`src/rtl/rseq_pkg.sv`:
```
package rseq_pkg;

    typedef enum logic [2:0] {
        ST_OFF,
        ST_COLD,
        ST_RUN,
        ST_BTN_WAIT,
        ST_PULSE,
        ST_PDOWN
    } rseq_state_e;

    // Per-cycle events presented to the sequencer
    typedef struct packed {
        logic pg_lvl;
        logic btn_rise;
        logic cpu_req;
        logic presc_tick;
    } rseq_evt_t;

    function automatic int unsigned max2(input int unsigned a, input int unsigned b);
        return (a > b) ? a : b;
    endfunction

    // States in which the processor is held in reset
    function automatic logic holds_low(input rseq_state_e s);
        return (s == ST_OFF) || (s == ST_COLD) || (s == ST_PULSE);
    endfunction

endpackage

```
`src/rtl/rseq_sync2.sv`:
```
module rseq_sync2 #(
    parameter int WIDTH = 2
) (
    input  logic             clk,
    input  logic             rst,
    input  logic [WIDTH-1:0] d,
    output logic [WIDTH-1:0] q
);

    for (genvar g = 0; g < WIDTH; g++) begin : g_bit
        logic meta_q;
        logic sync_q;
        always_ff @(posedge clk) begin
            if (rst) begin
                meta_q <= 1'b0;
                sync_q <= 1'b0;
            end else begin
                meta_q <= d[g];
                sync_q <= meta_q;
            end
        end
        assign q[g] = sync_q;
    end

endmodule

```
`src/rtl/rseq_presc.sv`:
```
module rseq_presc #(
    parameter int DIV = 384
) (
    input  logic clk,
    input  logic rst,
    output logic tick
);

    localparam int W = (DIV > 2) ? $clog2(DIV) : 1;
    localparam logic [W-1:0] LAST = W'(DIV - 1);

    logic [W-1:0] cnt_q;

    always_ff @(posedge clk) begin
        if (rst)
            cnt_q <= '0;
        else if (cnt_q == LAST)
            cnt_q <= '0;
        else
            cnt_q <= cnt_q + W'(1);
    end

    assign tick = (cnt_q == LAST);


    presc_wrap_chk: assert property (@(posedge clk) disable iff (rst)
        tick |=> (cnt_q == '0));

endmodule

```
`src/rtl/rseq_fsm.sv`:
```
module rseq_fsm
    import rseq_pkg::*;
#(
    parameter int PULSE_CYC   = 128,
    parameter int COLD_CYC    = 98304,
    parameter int BTN_MIN_CYC = 16384,
    parameter int PDOWN_CYC   = 19231
) (
    input  logic      clk,
    input  logic      rst,
    input  rseq_evt_t evt,
    output logic      cpu_rst_n
);

    localparam int unsigned CNT_MAX = max2(max2(PULSE_CYC, COLD_CYC),
                                           max2(BTN_MIN_CYC, PDOWN_CYC));
    localparam int CNT_W = $clog2(CNT_MAX + 1);
    // Hold and lag are measured from the edge on which the synchronized
    // level changed; the sequencer sees that change one edge later.
    localparam logic [CNT_W-1:0] PULSE_END = CNT_W'(PULSE_CYC - 1);
    localparam logic [CNT_W-1:0] COLD_END  = CNT_W'(COLD_CYC - 2);
    localparam logic [CNT_W-1:0] PDOWN_END = CNT_W'(PDOWN_CYC - 2);
    localparam logic [CNT_W-1:0] MIN_END   = CNT_W'(BTN_MIN_CYC - 1);

    rseq_state_e      state_q, state_n;
    logic [CNT_W-1:0] cnt_q, cnt_n;

    always_comb begin
        state_n = state_q;
        cnt_n   = cnt_q + CNT_W'(1);
        unique case (state_q)
            ST_OFF: begin
                cnt_n = '0;
                if (evt.pg_lvl) state_n = ST_COLD;
            end
            ST_COLD: begin
                if (!evt.pg_lvl) begin
                    state_n = ST_OFF;
                    cnt_n   = '0;
                end else if (cnt_q == COLD_END) begin
                    state_n = ST_RUN;
                    cnt_n   = '0;
                end
            end
            ST_RUN: begin
                cnt_n = '0;
                if (!evt.pg_lvl)       state_n = ST_PDOWN;
                else if (evt.btn_rise) state_n = ST_BTN_WAIT;
                else if (evt.cpu_req)  state_n = ST_PULSE;
            end
            ST_BTN_WAIT: begin
                if (!evt.pg_lvl) begin
                    state_n = ST_PDOWN;
                    cnt_n   = '0;
                end else if (cnt_q >= MIN_END) begin
                    cnt_n = cnt_q;
                    if (evt.presc_tick) begin
                        state_n = ST_PULSE;
                        cnt_n   = '0;
                    end
                end
            end
            ST_PULSE: begin
                if (!evt.pg_lvl) begin
                    state_n = ST_OFF;
                    cnt_n   = '0;
                end else if (cnt_q == PULSE_END) begin
                    state_n = ST_RUN;
                    cnt_n   = '0;
                end
            end
            ST_PDOWN: begin
                if (cnt_q == PDOWN_END) begin
                    state_n = ST_OFF;
                    cnt_n   = '0;
                end
            end
            default: begin
                state_n = ST_OFF;
                cnt_n   = '0;
            end
        endcase
    end

    always_ff @(posedge clk) begin
        if (rst) begin
            state_q   <= ST_OFF;
            cnt_q     <= '0;
            cpu_rst_n <= 1'b0;
        end else begin
            state_q   <= state_n;
            cnt_q     <= cnt_n;
            cpu_rst_n <= !holds_low(state_n);
        end
    end


    off_low_chk: assert property (@(posedge clk) disable iff (rst)
        (state_q == ST_OFF) |-> !cpu_rst_n);


    pulse_len_chk: assert property (@(posedge clk) disable iff (rst)
        (state_q == ST_PULSE && cnt_q < PULSE_END && evt.pg_lvl)
        |=> (state_q == ST_PULSE && !cpu_rst_n));


    wait_keep_chk: assert property (@(posedge clk) disable iff (rst)
        (state_q == ST_BTN_WAIT && evt.pg_lvl && !evt.presc_tick)
        |=> (state_q == ST_BTN_WAIT && cpu_rst_n));


    pulse_align_chk: assert property (@(posedge clk) disable iff (rst)
        ($past(state_q) == ST_BTN_WAIT && state_q == ST_PULSE)
        |-> ($past(evt.presc_tick) && $past(cnt_q) >= MIN_END));


    cold_entry_chk: assert property (@(posedge clk) disable iff (rst)
        (state_q == ST_COLD)
        |-> ($past(state_q) == ST_OFF || $past(state_q) == ST_COLD));


    pdown_high_chk: assert property (@(posedge clk) disable iff (rst)
        (state_q == ST_PDOWN) |-> cpu_rst_n);

endmodule

```
`src/rtl/console_rst_seq.sv`:
```
module console_rst_seq
    import rseq_pkg::*;
#(
    parameter int PULSE_CYC   = 128,
    parameter int PRESC_CYC   = 384,
    parameter int COLD_TICKS  = 256,
    parameter int BTN_MIN_CYC = 16384,
    parameter int PDOWN_CYC   = 19231
) (
    input  logic clk,
    input  logic rst,
    input  logic pwr_good_in,
    input  logic btn_in,
    input  logic cpu_rst_req,
    output logic cpu_rst_n,
    output logic exp_rst
);

    localparam int COLD_CYC = PRESC_CYC * COLD_TICKS;
    localparam int SYNC_W   = 2;

    logic [SYNC_W-1:0] sync_v;
    logic              pg_s;
    logic              btn_s;
    logic              btn_d_q;
    logic              tick;
    rseq_evt_t         evt;

    rseq_sync2 #(.WIDTH(SYNC_W)) u_sync (
        .clk (clk),
        .rst (rst),
        .d   ({pwr_good_in, btn_in}),
        .q   (sync_v)
    );

    assign pg_s  = sync_v[1];
    assign btn_s = sync_v[0];

    always_ff @(posedge clk) begin
        if (rst) btn_d_q <= 1'b0;
        else     btn_d_q <= btn_s;
    end

    rseq_presc #(.DIV(PRESC_CYC)) u_presc (
        .clk  (clk),
        .rst  (rst),
        .tick (tick)
    );

    always_comb begin
        evt.pg_lvl     = pg_s;
        evt.btn_rise   = btn_s && !btn_d_q;
        evt.cpu_req    = cpu_rst_req;
        evt.presc_tick = tick;
    end

    rseq_fsm #(
        .PULSE_CYC   (PULSE_CYC),
        .COLD_CYC    (COLD_CYC),
        .BTN_MIN_CYC (BTN_MIN_CYC),
        .PDOWN_CYC   (PDOWN_CYC)
    ) u_fsm (
        .clk       (clk),
        .rst       (rst),
        .evt       (evt),
        .cpu_rst_n (cpu_rst_n)
    );

    assign exp_rst = !pg_s;


    exp_release_chk: assert property (@(posedge clk) disable iff (rst)
        $fell(exp_rst) |-> !cpu_rst_n);

endmodule

```
`config.mk`:
```
export PLATFORM = sky130hd
export DESIGN_NAME = console_rst_seq
export DESIGN_NICKNAME = d
export VERILOG_FILES = /design/src/rtl/rseq_pkg.sv /design/src/rtl/rseq_sync2.sv /design/src/rtl/rseq_presc.sv /design/src/rtl/rseq_fsm.sv /design/src/rtl/console_rst_seq.sv
export SDC_FILE = /design/constraint.sdc
export NUM_CORES = 1
export LEC_CHECK = 0
export BUFFER_PORTS_ARGS = -buffer_cell sky130_fd_sc_hd__buf_2
export CORE_UTILIZATION = 50
export DETAILED_ROUTE_END_ITERATION = 6
export GPL_TIMING_DRIVEN = 0
export PLACE_DENSITY = 0.67
export RECOVER_POWER = 25
export SLEW_MARGIN = 20
export SYNTH_ARGS = -nofsm -noshare
export SYNTH_HDL_FRONTEND = slang
export SYNTH_HIERARCHICAL = 1
export SYNTH_SLANG_ARGS = --single-unit
```
`constraint.sdc`:
```
create_clock -name clk -period 3.6 [get_ports clk]
set_clock_uncertainty 0.2 [all_clocks]
set_input_delay 0.36 -clock clk [delete_from_list [all_inputs] [get_ports clk]]
set_output_delay 0.36 -clock clk [all_outputs]
set_load 0.005 [all_outputs]
```
==> flow_metrics.py <==
metrics = {
    "floorplanning": {
        "die_w_um": 64.4,
        "start_util_pct": 52.8,
        "num_rows": 22,
        "coreArea_um2": 3690,
        "die_h_um": 64.4,
        "dieArea_um2": 4150,
        "pin_count": 7,
    },
    "yosys": {
        "syn_inst": 230,
        "ys_types": 50,
        "synth-async-reset-ratio_pct": 0,
        "yosysSeqAreaShare_pct": 35.9,
        "synth_flop_cell": "dfxtp_1",
        "yosys.area.top_type": "dfxtp_1",
        "synth_area_per_cell_um2": 8.48,
        "synth.area.top_cells": "dfxtp_1 36%, nor2_1 4.4%, nand3_1 4.4%",
        "synth_edf_count": 0,
        "yosysWarningCount": 6,
        "syn_nets": 239,
        "yosysTopAreaCellShare_pct": 35.9,
        "yosys_register_bits": 35,
        "syn-cell-area_um2": 1950,
    },
    "routing": {
        "drc": 0,
        "ant_nets": 0,
        "wl_per_cell_um": 13.7,
        "drtIter0Drc": 89,
        "first_pass_iters": 4,
        "vias_per_cell": 5.75,
        "vias": 1678,
        "wl_um": 4000,
    },
    "final_layout": {
        "drive_gt1_share_pct": 12.3,
        "stdcell_area_um2": 2180,
        "antennaDiodeCount": 0,
        "area_growth_pct": 11.6,
        "final_util_pct": 59.0,
        "num-nets-final": 252,
        "nFillCells": 343,
    },
    "sta": {
        "max_slew_margin_pct": 48.9,
        "min_period_ns": 2.82,
        "timing.fmax_mhz": 355,
        "finalSetupTns_ns": 0,
        "worst_pin_slew_ns": 0.759,
        "finalCritPeriodShare_pct": 78.3,
        "finalSetupViolations": 0,
        "rsz0062_at_grt": "false",
        "slew_viol_final": 0,
        "hold_violations": 0,
    },
    "worst_setup_path": {
        "r2r-end": "u_fsm/cpu_rst_n",
        "r2r_slack_ns": 0.78,
        "crit_path_end": "u_fsm/cpu_rst_n",
        "max_stage_delay_ns": 0.57,
        "crit_type": "reg -> reg",
        "cp-startpoint": "u_presc/cnt_q[0]",
        "cp-end-kind": "flop",
        "start_kind": "flop",
        "worst_path_max_delay_cell": "nor3_2",
        "arrival_ns": 2.78,
        "r2r-start": "u_presc/cnt_q[0]",
        "cp.required_ns": 3.56,
        "path_cells": "ha_1, nand4_1, nor3_2, o21ai_0, a21oi_1, nor2_1, a2111oi_0, o31ai_1",
        "cp_max_fo": 9,
        "reg2reg_depth": 8,
    },
    "hold_path": {
        "hp-start": "btn_in",
        "min_path_cells": 2,
        "hold_path.class": "in -> reg",
    },
    "placed_design": {
        "port_buffers": 6,
        "post_dp_cell_area_um2": 2040,
        "gp_congestion": 0.807,
        "dp_hpwl_um": 2880,
    },
    "power": {
        "p_per_area_nw_per_um2": 391,
        "ir_worst_vdd_mv": 0.154,
        "leakage_nw": 0.753,
    },
    "clock_network": {
        "worst_skew_pair.late_latency_ns": 0.29,
        "root_buffer": "clkbuf_8",
        "cts_buffers": 5,
        "cts_tree": "done",
        "cts.sinks": 35,
        "clkTransAtPathRegs_ns": 0.07,
        "post_cts_buffers": 0,
        "cts_resized": 0,
        "clk_path_buf_depth": 2,
        "ctsHoldBuffers": 0,
        "cts_max_level": 2,
    },
    "flow_run": {
        "drv_cap": 0,
    },
    "global_routing": {
        "antenna_found_initial": 0,
        "grt_pass1_wl_um": 6950,
        "grt-ovfl-total": 0,
        "grt_start_max_net_pins": 12,
        "grt_pass1_vias": 1496,
        "grt_usage_pct": 21.7,
    },
    "run_status": {
        "outcome": "completed",
    },
}
## area by class of cell
cell class                      instances  area (µm²)  share of cell area [%]
Buffer                                  6        30.0                    1.38
Clock buffer                            6        72.6                    3.34
Clock inverter                          2        60.1                    2.76
Inverter                               13        48.8                    2.24
Multi-Input combinational cell        176        1170                    54.0
Sequential cell                        35         701                    32.2
Tap cell                               48        60.1                    2.76
Timing Repair Buffer                    6        28.8                    1.32
## power breakdown
part	switching (W)	total [W]	leakage [nW]	internal, W
Sequential	0.00000679	0.000402	0.284	0.000395
Combinational	0.0000177	0.0000320	0.404	0.0000143
Clock	0.000140	0.000417	0.0654	0.000277
Total	0.000165	0.000851	0.753	0.000686
## sequential cells by signal (all words and copies together) (netlist names)
register / count
btn_d_q: 1
u_presc/cnt_q: 9
u_sync/g_bit.meta_q: 2
u_sync/g_bit.sync_q: 2
u_fsm/state_q: 3
u_fsm/cnt_q: 17
u_fsm/cpu_rst_n: 1
## worst min-delay path by stage
stage	endpoint	slack, ns
finish	u_sync/g_bit[0].meta_q	0.08
global route	u_sync/g_bit[0].meta_q	0.06
CTS	u_sync/g_bit[0].meta_q	0.07
detailed placement	u_sync/g_bit[0].sync_q	0.23
global placement	u_sync/g_bit[0].sync_q	0.22
floorplan	u_sync/g_bit[0].sync_q	0.21
## cell usage in the layout, fill, tap and decap left out, types with 3 or more instances in the layout
| cell | count |
|---|---|
| xnor2_1 | 4 |
| nand4_1 | 5 |
| ha_1 | 4 |
| o311ai_0 | 3 |
| nor3_1 | 8 |
| o21ai_0 | 4 |
| nand3_1 | 17 |
| nor4_1 | 4 |
| o31ai_1 | 3 |
| a311o_1 | 3 |
| xor2_1 | 5 |
| and2_1 | 5 |
| dfxtp_1 | 35 |
| buf_2 | 5 |
| o22ai_1 | 3 |
| and3_1 | 3 |
| nor2_1 | 23 |
| inv_1 | 13 |
| clkbuf_1 | 6 |
| a21oi_1 | 11 |
| clkbuf_8 | 5 |
| nand2_1 | 21 |
| nor2b_1 | 9 |
| a2111oi_0 | 6 |
## stage by stage
stage	std cells	setup WS (ns)	hold slack (ns)	total power, W
floorplan	230	0.964	0.214	0.000433
global placement	284	0.421	0.219	0.000442
detailed placement	284	0.444	0.228	0.000443
CTS	292	0.401	0.0750	0.000860
global route	292	0.487	0.0647	0.000889
finish	292	0.782	0.0809	0.000851
## critical path, delay by kind of cell (launching register included)
| family | cells | cell delay, ns |
|---|---|---|
| AND/OR/NAND/NOR | 3 | 0.81 |
| adder cells (fa/ha/maj) | 1 | 0.30 |
| AO/OA/AOI/OAI | 4 | 0.99 |
| flip-flops | 1 | 0.38 |
## routing by layer
metal	global-route usage, %	part of all wire (%)
met1	30.1	49
met5	0	0
met3	6.16	4.0
met4	9.72	1.4
met2	31.1	45
## Yosys cell counts, types with 2 or more instances
| master | n |
|---|---|
| dfxtp_1 | 35 |
| nor2_1 | 23 |
| nand2_1 | 21 |
| nand3_1 | 17 |
| inv_1 | 13 |
| a21oi_1 | 11 |
| nor2b_1 | 9 |
| nor3_1 | 9 |
| a2111oi_0 | 6 |
| and2_1 | 5 |
| nand4_1 | 5 |
| xor2_1 | 5 |
| clkbuf_1 | 4 |
| ha_1 | 4 |
| nor4_1 | 4 |
| o21ai_0 | 4 |
| xnor2_1 | 4 |
| a311o_1 | 3 |
| and3_1 | 3 |
| o22ai_1 | 3 |
| o311ai_0 | 3 |
| o31ai_1 | 3 |
| a21boi_0 | 2 |
| and4_1 | 2 |
| buf_4 | 2 |
| nand4_2 | 2 |
| nor2b_4 | 2 |
| nor3_4 | 2 |
| o211ai_1 | 2 |
| or3_1 | 2 |
## kinds of logic (layout without fill, tap and decap cells)
kind of cell / after synthesis / in the layout / share of synthesized area, %
flops: 35 / 35 / 35.9
simple gates: 115 / 115 / 34.3
buf+inv: 19 / 33 / 4.04
compound gates: 46 / 46 / 18.0
mux: 2 / 2 / 1.09
xor+xnor: 9 / 9 / 4.04
fa+ha+maj: 4 / 4 / 2.57
(Power assumes the default switching activity.)
